$ cat config.mk
export PLATFORM = sky130hd
export DESIGN_NAME = bflash_rd_fmt
export DESIGN_NICKNAME = d
export VERILOG_FILES = /design/src/rtl/bfq_pkg.sv /design/src/rtl/bfq_char_rom.sv /design/src/rtl/bfq_lane.sv /design/src/rtl/bflash_rd_fmt.sv
export SDC_FILE = /design/constraint.sdc
export NUM_CORES = 1
export LEC_CHECK = 0
export ABC_AREA = 0
export BUFFER_PORTS_ARGS = -buffer_cell sky130_fd_sc_hd__buf_2
export CORE_ASPECT_RATIO = 0.9
export CORE_MARGIN = 10
export CORE_UTILIZATION = 63
export CTS_BUF_LIST = sky130_fd_sc_hd__clkbuf_8
export DETAILED_ROUTE_END_ITERATION = 7
export PLACE_DENSITY = 0.95
export SKIP_CTS_REPAIR_TIMING = 1
export SYNTH_ARGS = -nofsm -noshare
export SYNTH_HDL_FRONTEND = slang
export SYNTH_SLANG_ARGS = --single-unit
export TNS_END_PERCENT = 5
$ cat constraint.sdc
create_clock -name clk -period 1.56 [get_ports clk]
set_clock_uncertainty 0.2 [all_clocks]
set_input_delay 0.078 -clock clk [delete_from_list [all_inputs] [get_ports clk]]
set_output_delay 0.078 -clock clk [all_outputs]
set_load 0.005 [all_outputs]
$ cat src/rtl/bfq_pkg.sv
package bfq_pkg;
  typedef enum logic [1:0] {
    MODE_ARRAY  = 2'b00,
    MODE_STATUS = 2'b01,
    MODE_IDENT  = 2'b10,
    MODE_QUERY  = 2'b11
  } rd_mode_e;
endpackage

$ cat src/rtl/bfq_char_rom.sv
module bfq_char_rom #(
  parameter int         ADDR_W      = 16,
  parameter int         DEPTH       = 82,
  parameter logic [7:0] DEV_SIZE_LG = 8'h17
) (
  input  logic [ADDR_W-1:0] idx,
  input  logic              narrow_bank,
  output logic [7:0]        entry
);
  // characteristic table, computed; out-of-range index reads zero
  always_comb begin
    entry = 8'h00;
    if (idx < ADDR_W'(DEPTH)) begin
      case (idx[6:0])
        7'h10: entry = 8'h51;
        7'h11: entry = 8'h52;
        7'h12: entry = 8'h59;
        7'h13: entry = 8'h01;
        7'h15: entry = 8'h31;
        7'h27: entry = DEV_SIZE_LG;
        7'h2A: entry = narrow_bank ? 8'h08 : 8'h0B;
        7'h2C: entry = 8'h01;
        7'h31: entry = 8'h50;
        7'h32: entry = 8'h52;
        7'h33: entry = 8'h49;
        7'h3F: entry = 8'h01;
        default: entry = 8'h00;
      endcase
    end
  end
endmodule

$ cat src/rtl/bfq_lane.sv
module bfq_lane #(
  parameter int          DATA_BYTES  = 4,
  parameter int          ADDR_W      = 16,
  parameter int          LGW         = 2,
  parameter int          DEPTH       = 82,
  parameter logic [15:0] MFR_CODE    = 16'h0089,
  parameter logic [15:0] DEV_CODE    = 16'h0018,
  parameter logic [7:0]  DEV_SIZE_LG = 8'h17
) (
  input  logic [ADDR_W-1:0]       addr,
  input  logic [LGW-1:0]          bank_lg,
  input  logic [LGW-1:0]          dev_lg,
  input  logic [LGW-1:0]          max_lg,
  input  logic                    is_query,
  output logic [8*DATA_BYTES-1:0] resp
);
  localparam int DW = 8 * DATA_BYTES;

  logic [LGW:0]        shamt;
  logic [ADDR_W-1:0]   idx;
  logic [7:0]          tbl_byte;
  logic [15:0]         id_code;
  logic [DW-1:0]       dev_word;

  // per-device index scaling
  always_comb begin
    shamt = {1'b0, bank_lg} + {1'b0, max_lg} - {1'b0, dev_lg};
    idx   = addr >> shamt;
  end

  bfq_char_rom #(
    .ADDR_W(ADDR_W), .DEPTH(DEPTH), .DEV_SIZE_LG(DEV_SIZE_LG)
  ) u_rom (
    .idx(idx), .narrow_bank(bank_lg == '0), .entry(tbl_byte)
  );

  // only the low index byte selects the code
  always_comb begin
    if (idx[7:0] == 8'd0)      id_code = MFR_CODE;
    else if (idx[7:0] == 8'd1) id_code = DEV_CODE;
    else                       id_code = 16'h0000;
  end

  // one device's answer
  always_comb begin
    dev_word = '0;
    for (int j = 0; j < DATA_BYTES; j++) begin
      if (is_query) begin
        if (dev_lg == max_lg)
          dev_word[8*j +: 8] = (j == 0) ? tbl_byte : 8'h00;
        else if (dev_lg == '0 && j < (1 << max_lg))
          dev_word[8*j +: 8] = tbl_byte;
      end else if (j < 2) begin
        dev_word[8*j +: 8] = id_code[8*j +: 8];
      end
    end
  end

  // copy the device slot across the bank
  always_comb begin
    resp = '0;
    for (int b = 0; b < DATA_BYTES; b++) begin
      if (b < (1 << bank_lg))
        resp[8*b +: 8] = dev_word[8*(b & ((1 << dev_lg) - 1)) +: 8];
    end
  end
endmodule

$ cat src/rtl/bflash_rd_fmt.sv
module bflash_rd_fmt #(
  parameter int          DATA_BYTES  = 4,
  parameter int          ADDR_W      = 16,
  parameter int          DEPTH       = 82,
  parameter logic [15:0] MFR_CODE    = 16'h0089,
  parameter logic [15:0] DEV_CODE    = 16'h0018,
  parameter logic [7:0]  DEV_SIZE_LG = 8'h17,
  localparam int         LG_MAX      = $clog2(DATA_BYTES),
  localparam int         LGW         = $clog2(LG_MAX + 1)
) (
  input  logic                    clk,
  input  logic                    rst_n,
  input  logic                    rd_en,
  input  logic [1:0]              mode,
  input  logic [ADDR_W-1:0]       addr,
  input  logic [LGW-1:0]          acc_lg,
  input  logic [LGW-1:0]          bank_lg,
  input  logic [LGW-1:0]          dev_lg,
  input  logic [LGW-1:0]          max_lg,
  input  logic                    big_end,
  input  logic [7:0]              status,
  input  logic [8*DATA_BYTES-1:0] arr_data,
  output logic [8*DATA_BYTES-1:0] rdata,
  output logic                    rvalid
);
  import bfq_pkg::*;
  localparam int DW = 8 * DATA_BYTES;

  logic [1:0]    rst_sync;
  logic          arst_n;
  rd_mode_e      mode_e;
  logic [DW-1:0] lane_resp [DATA_BYTES];
  logic [DW-1:0] fmt_word;
  logic [DW-1:0] rdata_d, rdata_q;
  logic          rvalid_d, rvalid_q;

  // asynchronous assert, synchronous release
  always_ff @(posedge clk or negedge rst_n) begin
    if (!rst_n) rst_sync <= 2'b00;
    else        rst_sync <= {rst_sync[0], 1'b1};
  end
  assign arst_n = rst_sync[1];

  assign mode_e = rd_mode_e'(mode);

  // one lane per bank-wide chunk
  for (genvar k = 0; k < DATA_BYTES; k++) begin : g_chunk
    logic [ADDR_W-1:0] chunk_addr;
    assign chunk_addr = addr + (ADDR_W'(k) << bank_lg);
    bfq_lane #(
      .DATA_BYTES(DATA_BYTES), .ADDR_W(ADDR_W), .LGW(LGW), .DEPTH(DEPTH),
      .MFR_CODE(MFR_CODE), .DEV_CODE(DEV_CODE), .DEV_SIZE_LG(DEV_SIZE_LG)
    ) u_lane (
      .addr(chunk_addr), .bank_lg(bank_lg), .dev_lg(dev_lg),
      .max_lg(max_lg), .is_query(mode_e == MODE_QUERY),
      .resp(lane_resp[k])
    );
  end

  always_comb begin
    fmt_word = '0;
    for (int b = 0; b < DATA_BYTES; b++) begin
      if (b < (1 << acc_lg)) begin
        unique case (mode_e)
          MODE_ARRAY: begin
            if (big_end)
              fmt_word[8*b +: 8] = arr_data[8*((1 << acc_lg) - 1 - b) +: 8];
            else
              fmt_word[8*b +: 8] = arr_data[8*b +: 8];
          end
          MODE_STATUS: begin
            if ((b & ((1 << dev_lg) - 1)) == 0)
              fmt_word[8*b +: 8] = status;
          end
          default: begin
            fmt_word[8*b +: 8] =
              lane_resp[b >> bank_lg][8*(b & ((1 << bank_lg) - 1)) +: 8];
          end
        endcase
      end
    end
  end

  // next state
  always_comb begin
    rvalid_d = rd_en;
    rdata_d  = rd_en ? fmt_word : rdata_q;
  end

  // registers
  always_ff @(posedge clk or negedge arst_n) begin
    if (!arst_n) begin
      rvalid_q <= 1'b0;
      rdata_q  <= '0;
    end else begin
      rvalid_q <= rvalid_d;
      rdata_q  <= rdata_d;
    end
  end

  assign rdata  = rdata_q;
  assign rvalid = rvalid_q;

  a_r2_valid_after_strobe: assert property (@(posedge clk) disable iff (!arst_n)
    rd_en |=> rvalid);
  a_r2_no_valid_idle: assert property (@(posedge clk) disable iff (!arst_n)
    !rd_en |=> !rvalid);
  a_r2_hold_when_idle: assert property (@(posedge clk) disable iff (!arst_n)
    !rd_en |=> $stable(rdata));
  a_r4_status_every_byte: assert property (@(posedge clk) disable iff (!arst_n)
    (rd_en && mode == 2'b01 && dev_lg == '0 && acc_lg == LGW'(LG_MAX))
      |=> rdata == {DATA_BYTES{$past(status)}});
  if (DATA_BYTES > 1) begin : g_narrow_chk
    a_r11_byte_access_upper_zero: assert property (@(posedge clk) disable iff (!arst_n)
      (rd_en && acc_lg == '0) |=> rdata[DW-1:8] == '0);
  end
endmodule

==> qor.yml, run 1 <==
clock_network:
  cts_sinks: 35
  cts-root-buf: "clkbuf_8"
  clockBufferDepth: 2
  cts_buffers: 5
  cts_max_level: 2
synth:
  syn_avg_cell_area_sq_um: 7.22
  yosys.cell_types.count: 96
  syn_area_sq_um: 9500
  yosysSeqAreaShare_pct: 9.22
  synthCells: 1317
  synth_async_sr_flop_share_pct: 100
  synthFlopType: "dfrtp_1"
  syn_nets: 1418
  ys_warn_count: 0
  ys_ff_latch: 35
  synth_edf_count: 0
run_status:
  stop_error: "[ERROR GRT-0116] Global routing finished with congestion. Check the congestion regions in the DRC Viewer."
  lastStage: "global routing"
  outcome: "stopped before the end"
global_route:
  grt_util_all_layers_pct: 81.1
  grt_start_max_net_pins: 34
  grt_pass1_wl_mm: 129
  grt-ovfl-total: 442
  grt_pass1_vias: 19900
placed_design:
  io_buffer_count: 102
  dpl.hpwl_mm: 47.6
  gp_congestion: 1.26
  place_area_sq_um: 13700
die:
  placementRows: 42
  ios: 103
  die_w_um: 149
  dieHeight_um: 137
  initial_utilization_pct: 64.4
cells by family after synthesis:
| group | Yosys count | share of synthesized area [%] |
|---|---|---|
| compound gates | 511 | 39.3 |
| xor+xnor | 25 | 2.46 |
| fa+ha+maj | 31 | 4.32 |
| buf+inv | 133 | 5.70 |
| flops | 35 | 9.22 |
| mux | 70 | 12.6 |
| other cells | 1 | 0.0395 |
| simple gates | 511 | 26.3 |
through the flow:
step	cells	TNS [ns]	setup WS, ns
after floorplan	1317	-71.58	-2.48
after global placement	2000	-89.33	-2.98
after detailed placement	2000	-101.68	-3.37
after CTS	2008	-98.08	-3.35
layer usage:
layer | overflow | global-route usage, %
met1 | 16 | 76.7
met2 | 280 | 94.2
met3 | 24 | 73.5
met4 | 120 | 84.5
met5 | 2 | 47.1
cell usage after synthesis (all sizes together), types with 11 or more instances:
cell type,number,area (sq um)
nor2,119,447
o22ai,13,81.3
o21ai,89,445
and2,15,93.8
a211oi,23,183
o211ai,23,173
a22oi,31,233
o32ai,11,115
or3,19,119
nor3,53,275
nand4,22,138
a221oi,19,184
a21o,13,97.6
dfrtp,35,876
and3,17,106
xnor2,16,148
o2111ai,11,96.3
inv,33,124
mux4,39,878
a31oi,19,125
o221ai,13,114
nand2,137,514
nand3,57,285
mux2i,22,220
ha,28,350
nor4,15,106
a21oi,91,467
nand2b,14,87.6
clkbuf,63,236
o2bb2ai,14,123
o31ai,12,90.1
buf,36,178
==> run 2, diff against run 1 <==
--- a/config.mk
+++ b/config.mk
@@ -7,12 +7,10 @@
 export LEC_CHECK = 0
 export ABC_AREA = 0
 export BUFFER_PORTS_ARGS = -buffer_cell sky130_fd_sc_hd__buf_2
-export CORE_ASPECT_RATIO = 0.9
 export CORE_MARGIN = 10
-export CORE_UTILIZATION = 63
-export CTS_BUF_LIST = sky130_fd_sc_hd__clkbuf_8
+export CORE_UTILIZATION = 40
 export DETAILED_ROUTE_END_ITERATION = 7
-export PLACE_DENSITY = 0.95
+export PLACE_DENSITY_LB_ADDON = 0.15
 export SKIP_CTS_REPAIR_TIMING = 1
 export SYNTH_ARGS = -nofsm -noshare
 export SYNTH_HDL_FRONTEND = slang
==> run 2 against run 1 <==
The flow now finishes, with violations (negative setup slack); area after synthesis stayed put; synthesized cell count stayed put.
==> qor.yml, run 2 <==
clock_network:
  cts_sinks: 35  # unchanged
  cts_max_level: 2  # unchanged
  cts-root-buf: "clkbuf_16"
  clockBufferDepth: 2  # unchanged
  clkTransAtPathRegs_ns: 0.05
  cts_tree: "done"
  insertion_delay_ns: 0.29
  cts_buffers: 5  # unchanged
timing:
  layout_setup_ws_ns: -2.74
  finalHoldViolations: 0
  worst_slew_pin_slew_ns: 0.620
  final_max_slew_viol_count: 0
  relSlewSlack_pct: 58.3
  maxClockFrequency_ghz: 0.232
  finalCritPeriodShare_pct: 276
  setup-violations-final: 32
  rsz0062_at_grt: "yes"
  post-route-min-period_ns: 4.30
  hold_slack_ns: 0.0557
drt:
  drtIter0Drc: 1876
  firstDrtPassIters: 6
  num_vias: 14400
  drcViolationCount: 0
  wl_per_cell_um: 24.2
  postRouteAntennaNets: 0
  routed_wl_mm: 53.4
  avgViaCountPerCell: 6.55
run_status:
  failed_checks: "negative setup slack"
  outcome: "finished, violations left"
synth:
  synthFlopType: "dfrtp_1"
  syn_avg_cell_area_sq_um: 7.22  # unchanged
  synth_area_leaders: "mux4_2, dfrtp_1, nand2_1"
  synth.most_common_cell: "nand2_1"
  yosysSeqAreaShare_pct: 9.22  # unchanged
  yosys.cell_types.count: 96  # unchanged
  syn_area_sq_um: 9500  # unchanged
  syn_nets: 1418  # unchanged
  ys_warn_count: 0  # unchanged
  synth_async_sr_flop_share_pct: 100  # unchanged
  synth_common_cells: "nand2_1, nor2_1, a21oi_1"
  synthCells: 1317  # unchanged
  yosysTopAreaCell: "mux4_2"
  synth_edf_count: 0  # unchanged
  ys_ff_latch: 35  # unchanged
  yosysTopAreaCellShare_pct: 9.24  # unchanged
critical_path:
  cp-endpoint: "rdata[8]"
  path_max_fanout: 14
  r2r_cells: 5
  critPathRequiredTime_ns: 1.52
  cp-startpoint: "bank_lg[1]"
  r2r_start: "rdata[28]"
  endpoint_kind: "flop"
  r2r_end: "rdata[28]"
  crit_type: "in2reg"
  start_kind: "input pin"
  ff2ff_setup_slack_ns: 0.17
  arrival_ns: 4.26
die:
  initial_utilization_pct: 40.6  # -24 points
  dieHeight_um: 174  # +28%
  dieArea_sq_um: 30300
  placementRows: 56  # +33%
  die_w_um: 174  # +17%
  core_sq_um: 23400
  ios: 103  # unchanged
finish:
  finalNetCount: 1988
  fillerInstances: 2156
  final_common_cell: "buf_4"
  layout_common_cells: "buf_4, nand2_1, nor2_1"
  synthToLayoutAreaGrowth_pct: 59.7
  drive_above_1_share_pct: 45.3
  largest_reg_flops: 32
  final_area_sq_um: 15200
placed_design:
  dpl.hpwl_mm: 43.9  # -7.7%
  io_buffer_count: 102  # unchanged
  place_area_sq_um: 14300  # +4.5%
  pre_cts_slack_ns: -3.30  # +0.0775 ns
  gp_congestion: 1.10  # -13%
global_route:
  grt_util_all_layers_pct: 32.8
  grt_pass1_vias: 13600
  grt_start_max_net_pins: 34
  grt_pass1_wl_mm: 79.6
  grt-ovfl-total: 0
  grt_antenna_before_repair: 2
power:
  power.density_nw_per_um2: 841
  p_leak_nw: 6.65
  ir_drop_uv: 676
job:
  drv_cap: 0
min_path:
  hp-class: "in2reg"
## run 2: kinds of logic (layout without fill, tap and decap cells)
family | after synthesis | count (layout) | share of synthesized area [%]
adders and majority gates | 31 | 31 | 4.32
AOI/OAI and AO/OA | 511 | 511 | 39.3
muxes | 70 | 70 | 12.6
and+or+nand+nor | 511 | 511 | 26.3
buffers and inverters | 133 | 703 | 5.70
xor gates and xnor gates | 25 | 25 | 2.46
other | 1 | 2 | 0.0395
DFF | 35 | 35 | 9.22
## run 2: stage by stage
stage	cells	total power, mW	util (%)	TNS (ns)
after floorplan	1317	5.80	-	-71.58
after CTS	2190	11.7	61.9	-91.04
after global routing	2206	13.4	64.8	-86.79
final	2207	12.8	64.8	-81.85
after global placement	2183	10.6	61.2	-100.39
after detailed placement	2183	10.7	61.2	-99.87
## run 2: area by class of cell
cell class	instances	area, sq um	share of cell area [%]
sequential	35	876	5.77
timing repair buffer	662	4860	32.1
antenna	1	2.50	0.0165
inverter	34	154	1.01
multi-input combinational	1149	8730	57.6
tap	319	399	2.63
clock buffer	6	139	0.915
clock inverter	1	5.00	0.0330
## run 2: critical path, stage by stage
cell and delay, ns:
buf_8 0.12, clkinv_16 0.05, buf_8 0.16, ha_1 0.43, nand2_1 0.19, a2111oi_4 0.49
buf_4 0.23, o21ai_0 0.10, xor2_1 0.22, buf_4 0.18, a221oi_2 0.31, o211ai_1 0.21
buf_4 0.18, nand4_1 0.14, a21oi_2 0.06, or4_4 0.55, buf_4 0.15, a211oi_1 0.25
o32ai_1 0.13
## run 2: power by group
group / switching (mW) / internal, mW
combinational: 5.74 / 4.98
sequential: 0.0457 / 0.975
clock: 0.404 / 0.624
total: 6.19 / 6.57
## run 2: routing by layer
layer  global-route usage (%)  wire length [um]  vias up
met2                     52.4             23700     1003
met3                     7.43              6110      205
li1                         -                 -     6391
met5                        0                13        -
met4                     12.1              2450        2
met1                     42.4             21200     6846
## run 2: worst min-delay path by stage
stage / slack (ns) / endpoint / depth (start not counted) / start
after CTS: -0.64 / rst_sync[0] / 1 / rst_n
final: 0.06 / rdata[4] / 5 / status[4]
after global placement: -0.34 / rst_sync[1] / 1 / rst_n
after global routing: 0.07 / rdata[26] / 4 / arr_data[26]
after detailed placement: -0.33 / rst_sync[1] / 1 / rst_n
after floorplan: -0.42 / rst_sync[0] / 0 / rst_n
Note: power is estimated with default switching activity, not from simulation.
==> run 3, diff against run 2 <==
--- a/config.mk
+++ b/config.mk
@@ -7,8 +7,10 @@
 export LEC_CHECK = 0
 export ABC_AREA = 0
 export BUFFER_PORTS_ARGS = -buffer_cell sky130_fd_sc_hd__buf_2
+export CELL_PAD_IN_SITES_DETAIL_PLACEMENT = 0
+export CELL_PAD_IN_SITES_GLOBAL_PLACEMENT = 2
 export CORE_MARGIN = 10
-export CORE_UTILIZATION = 40
+export CORE_UTILIZATION = 35
 export DETAILED_ROUTE_END_ITERATION = 7
 export PLACE_DENSITY_LB_ADDON = 0.15
 export SKIP_CTS_REPAIR_TIMING = 1
==> run 3 against run 2 <==
The run still ends with negative setup slack left; via count decreased by 2.3%; sequential share of layout area decreased by 0.11 points; die area increased by 13%; final cell count increased by 1.7%; critical endpoint is now rdata[16]; largest cell class unchanged.
==> qor.yml, run 3 (synthesized netlist as in run 2, its figures left out) <==
drt:
  drtIter0Drc: 1626  # -13%
  routed_wl_mm: 55.5  # +3.8%
  avgViaCountPerCell: 6.29  # -3.9%
  wl_per_cell_um: 24.7  # +2.1%
  drcViolationCount: 0  # unchanged
  firstDrtPassIters: 6  # unchanged
  num_vias: 14100  # -2.3%
  postRouteAntennaNets: 0  # unchanged
clock_network:
  cts_sinks: 35  # unchanged
  clkTransAtPathRegs_ns: 0.06  # about the same
  cts-root-buf: "clkbuf_16"
  cts_buffers: 5  # unchanged
  insertion_delay_ns: 0.29  # about the same
  cts_max_level: 2  # unchanged
  clockBufferDepth: 2  # unchanged
  cts_tree: "done"
timing:
  finalHoldViolations: 0  # unchanged
  rsz0062_at_grt: "yes"
  maxClockFrequency_ghz: 0.231  # -0.47%
  finalCritPeriodShare_pct: 277  # +1.3 points
  layout_setup_ws_ns: -2.76  # -0.0204 ns
  post-route-min-period_ns: 4.32  # +0.0204 ns
  final_max_slew_viol_count: 0  # unchanged
  setup-violations-final: 32  # unchanged
  relSlewSlack_pct: 56.0  # -2.4 points
  worst_slew_pin_slew_ns: 0.656  # +0.0357 ns
finish:
  largest_reg_flops: 32  # unchanged
  fillerInstances: 2597  # +20%
  synthToLayoutAreaGrowth_pct: 62.8
  finalNetCount: 2003  # +0.75%
  fin_util_pct: 57.7  # -7.1 points
  fin_cells: 2244  # +1.7%
  antenna_cells: 0  # -1
  drive_above_1_share_pct: 46.3  # +0.99 points
  layout_common_cells: "buf_4, nand2_1, nor2_1"
  final_area_sq_um: 15500  # +2.0%
  final_common_cell: "buf_4"
critical_path:
  arrival_ns: 4.29  # +0.03 ns
  slowest_stage: "fa_2"
  start_kind: "input pin"
  crit_type: "in2reg"
  path_max_fanout: 8  # -6
  path_cells: "buf_2 -> fa_1 -> inv_1 -> fa_2 -> buf_6 -> clkinvlp_4 -> nand2_2 -> nor2_1 -> buf_4 -> a22oi_2 -> o211ai_1 -> buf_4 -> buf_4 -> nand3_1 -> a21oi_1 -> or4_4 -> a22o_4 -> o2111ai_1 -> nand3_1"
  slowest_delay_ns: 0.76  # +0.21 ns
  crit_top_cell: "buf_4"
  r2r_cells: 5  # unchanged
  critPathRequiredTime_ns: 1.52  # about the same
  endpoint_kind: "flop"
power:
  ir_drop_uv: 544  # -20%
  power.density_nw_per_um2: 842  # +0.13%
  p_leak_nw: 6.75  # +1.4%
job:
  drv_cap: 0  # unchanged
global_route:
  grt_pass1_wl_mm: 81.5  # +2.4%
  grt_start_max_net_pins: 51  # +50%
  grt_pass1_vias: 13300  # -2.4%
  grt_antenna_before_repair: 2  # unchanged
  grt-ovfl-total: 0  # unchanged
  grt_util_all_layers_pct: 30.7  # -2.1 points
die:
  core_sq_um: 26800  # +15%
  dieHeight_um: 185  # +6.1%
  dieArea_sq_um: 34100  # +13%
  die_w_um: 185  # +6.1%
  placementRows: 60  # +7.1%
  ios: 103  # unchanged
  initial_utilization_pct: 35.5  # -5.1 points
min_path:
  hp-class: "in2reg"
  hold_depth: 3  # -2
placed_design:
  pre_cts_slack_ns: -3.47  # -0.173 ns
  io_buffer_count: 102  # unchanged
  dpl.hpwl_mm: 45.6  # +3.9%
  gp_congestion: 1.05  # -4.9%
  post-place-cells: 2214  # +1.4%
  place_area_sq_um: 14500  # +1.1%
run_status:
  outcome: "finished, violations left"
  failed_checks: "negative setup slack"
==> run 3: cell count changes in the layout (fill, tap and decap cells not counted), sizes merged <==
cell         delta
inv             -1
clkinvlp        +1
bufinv          +1
diode           -1
dlygate4sd3     +1
buf            +14
==> run 3: worst paths after layout <==
path,from,endpoint,slack (ns)
max,dev_lg[1],rdata[16],-2.76
min,rd_en,rdata[15],0.04
max reg2reg,rdata[28],rdata[28],0.13
min reg2reg,rst_sync[1],rdata[19],0.08
max in group asynchronous,rst_n,rst_sync[0],0.59
min in group asynchronous,rst_sync[1],rdata[19],0.08
==> run 3: area by class of cell <==
type	instances	area, sq um	share of cell area (%)
Clock buffer	6	139	0.898
Clock inverter	2	35.0	0.226
Inverter	34	158	1.02
Multi-Input combinational cell	1149	8800	56.9
Sequential cell	35	876	5.66
Tap cell	341	427	2.76
Timing Repair Buffer	677	5040	32.6
==> run 3: layer usage <==
metal  global-route usage (%)  part of all wire [%]  up-vias
met3                     5.78                   9.3       74
li1                         -                     -     6407
met2                     48.8                    46      711
met5                        0                 0.061        -
met1                     42.6                    43     6918
met4                     5.43                   1.8        4
==> run 3: metrics by stage <==
stage	setup TNS [ns]	hold slack, ns	power (mW)
floorplan	-71.58	-0.418	5.80
global placement	-100.28	-0.337	10.6
detailed placement	-100.31	-0.334	10.7
CTS	-91.36	-0.643	11.9
global route	-86.41	0.0566	13.6
finish	-81.68	0.0386	13.0
==> run 3: worst max-delay path, delay by kind of cell <==
family | cells | cell delay [ns]
AO/OA/AOI/OAI | 5 | 0.87
adder cells (fa/ha/maj) | 2 | 1.30
AND/OR/NAND/NOR | 5 | 0.93
buffers and inverters | 7 | 1.10
==> run 3: power breakdown <==
group          internal (mW)  switching [mW]
sequential             0.974          0.0446
clock                  0.796           0.431
combinational           4.99            5.80
total                   6.76            6.27
==> run 4, diff against run 3 <==
--- a/config.mk
+++ b/config.mk
@@ -6,7 +6,7 @@
 export NUM_CORES = 1
 export LEC_CHECK = 0
 export ABC_AREA = 0
-export BUFFER_PORTS_ARGS = -buffer_cell sky130_fd_sc_hd__buf_2
+export BUFFER_PORTS_ARGS = -buffer_cell sky130_fd_sc_hd__buf_4
 export CELL_PAD_IN_SITES_DETAIL_PLACEMENT = 0
 export CELL_PAD_IN_SITES_GLOBAL_PLACEMENT = 2
 export CORE_MARGIN = 10
==> run 4 against run 3 <==
The flow still finishes with violations (negative setup slack); flip-flop and latch count is the same; register-to-register slack gained 0.07 ns; worst hold slack gained 0.012 ns; count of clock-buffer cells in the layout shrank 1; setup slack gained 0.031 ns; wire length shrank 0.47%; first-iteration DRC count grew 1.9%; clock power shrank 3%.
==> qor.yml, run 4 (synthesized netlist as in run 2, its figures left out) <==
placed_design:
  io_buffer_count: 102  # unchanged
  post-place-cells: 2191  # -1.0%
  dpl.hpwl_mm: 45.2  # -0.89%
  place_area_sq_um: 14500  # +0.31%
  gp_congestion: 1.01  # -3.1%
clock_network:
  clockBufferDepth: 2  # unchanged
  cts_tree: "done"
  insertion_delay_ns: 0.29  # about the same
  cts_max_level: 2  # unchanged
  cts-root-buf: "clkbuf_16"
  cts_buffers: 5  # unchanged
  clkTransAtPathRegs_ns: 0.06  # about the same
  cts_sinks: 35  # unchanged
die:
  dieArea_sq_um: 34100  # unchanged
  dieHeight_um: 185  # unchanged
  initial_utilization_pct: 35.5  # unchanged
  placementRows: 60  # unchanged
  die_w_um: 185  # unchanged
  ios: 103  # unchanged
  core_sq_um: 26800  # unchanged
run_status:
  outcome: "finished, violations left"
  failed_checks: "negative setup slack"
critical_path:
  critPathTopFamily: "compound AO/OA/AOI/OAI gates"
  slowest_stage: "fa_2"
  critPathBufInv: 5  # -2
  crit_type: "in2reg"
  slowest_delay_ns: 0.62  # -0.14 ns
  critPathRequiredTime_ns: 1.57  # +0.05 ns
  endpoint_kind: "flop"
  arrival_ns: 4.31  # +0.02 ns
  start_kind: "input pin"
  path_cells: "buf_4 -> fa_1 -> inv_2 -> fa_2 -> buf_12 -> buf_4 -> mux4_2 -> buf_6 -> mux2i_4 -> nand3_1 -> a211oi_2 -> a31oi_1 -> a41o_1 -> a311o_2 -> nor3_2 -> a21oi_2 -> o21a_1 -> a21oi_2"
  path_max_fanout: 6  # -2
finish:
  fin_cells: 2238  # -0.27%
  antenna_cells: 0  # unchanged
  layout_common_cells: "buf_4, nand2_1, nor2_1"
  finalNetCount: 1997  # -0.30%
  drive_above_1_share_pct: 46.9  # +0.57 points
  final_area_sq_um: 15800  # +2.2%
  fillerInstances: 2515  # -3.2%
  fin_util_pct: 59.0  # +1.3 points
  largest_reg_flops: 32  # unchanged
  synthToLayoutAreaGrowth_pct: 66.4
  final_common_cell: "buf_4"
drt:
  routed_wl_mm: 55.2  # -0.47%
  num_vias: 14100  # -0.34%
  firstDrtPassIters: 6  # unchanged
  drcViolationCount: 0  # unchanged
  wl_per_cell_um: 24.7  # -0.21%
  drtIter0Drc: 1657  # +1.9%
  postRouteAntennaNets: 0  # unchanged
  avgViaCountPerCell: 6.29  # about the same
timing:
  hold_slack_ns: 0.0506  # +0.0120 ns
  layout_setup_ws_ns: -2.73  # +0.0309 ns
  maxClockFrequency_ghz: 0.233  # +0.72%
  setup-violations-final: 32  # unchanged
  worst_slew_pin_slew_ns: 0.654  # -0.00208 ns
  relSlewSlack_pct: 55.9  # about the same
  final_max_slew_viol_count: 0  # unchanged
  finalCritPeriodShare_pct: 275  # -2.0 points
  finalHoldViolations: 0  # unchanged
  rsz0062_at_grt: "yes"
  post-route-min-period_ns: 4.29  # -0.0309 ns
  fin_tns_setup_ns: -82.54  # -0.862 ns
job:
  drv_cap: 0  # unchanged
power:
  seqPwrFrac_pct: 7.7  # about the same
  p_clk_share_pct: 8.9  # -0.5 points
  internal_power_mw: 7.01  # +3.8%
  ir_drop_uv: 599  # +10%
  switching_share_pct: 47.7  # -0.46 points
  power.density_nw_per_um2: 848  # +0.63%
  combPwrFrac_pct: 83.5  # +0.7 points
  p_leak_nw: 6.80  # +0.69%
  power_switching_mw: 6.39  # +1.9%
global_route:
  grt_util_all_layers_pct: 30.4  # -0.29 points
  grt-ovfl-total: 0  # unchanged
  grt_pass1_vias: 13400  # +0.40%
  grt_antenna_before_repair: 0  # -2
  grt_pass1_wl_mm: 80.6  # -1.1%
  grt_start_max_net_pins: 51  # unchanged
min_path:
  hp-class: "in2reg"
-- run 4: cell types whose count changed in the layout (fill, tap and decap cells not counted), moves of 4 or more --
cell / change
buf_6: +4
o31ai_2: +4
a21oi_1: -4
a21oi_2: +4
o21ai_1: +5
buf_2: -101
buf_4: +90
-- run 4: final timing paths --
path / start / endpoint / slack (ns) / depth (start not counted)
max in group asynchronous: rst_n / rst_sync[1] / 0.57 / 3
max: dev_lg[1] / rdata[22] / -2.73 / 18
min: status[3] / rdata[3] / 0.05 / 5
min in group asynchronous: rst_sync[1] / rdata[18] / 0.08 / 1
max reg2reg: rdata[28] / rdata[28] / 0.20 / 5
min reg2reg: rst_sync[1] / rdata[18] / 0.08 / 1
-- run 4: power groups by stage --
stage | clock network [mW] | logic, mW | registers [mW]
2_1_floorplan | 0 | 4.76 | 1.04
3_3_place_gp | 0 | 9.63 | 1.04
3_5_place_dp | 0 | 9.67 | 1.04
4_1_cts | 1.19 | 9.72 | 1.02
5_1_grt | 1.23 | 11.8 | 1.03
6_report | 1.19 | 11.2 | 1.03
-- run 4: cell type report --
cell class,instances,area [sq um],share of cell area [%]
Sequential cell,35,876,5.54
Clock inverter,3,43.8,0.277
Tap cell,341,427,2.70
Clock buffer,5,125,0.791
Timing Repair Buffer,671,5290,33.4
Multi-Input combinational cell,1149,8900,56.3
Inverter,34,158,0.997
-- run 4: per-layer routing --
layer,share of wire [%],vias to the layer above,wire length (um),track usage [%]
met5,0,-,0,0
met4,2.1,0,1180,5.59
met3,9.2,92,5100,5.00
met2,46,692,25600,49.3
met1,42,6886,23300,41.8
li1,-,6396,-,-
-- run 4: per-stage QoR --
stage | total power, mW | setup WS (ns)
after floorplan | 5.80 | -2.48
after global placement | 10.7 | -3.23
after detailed placement | 10.7 | -3.21
after CTS | 11.9 | -2.93
after global routing | 14.1 | -2.84
final | 13.4 | -2.73
-- run 4: tightest hold or removal path: stages --
cell       delay, ns
buf_4           0.10
nand2_1         0.05
o21ai_0         0.07
a21oi_1         0.07
o2bb2ai_1       0.13
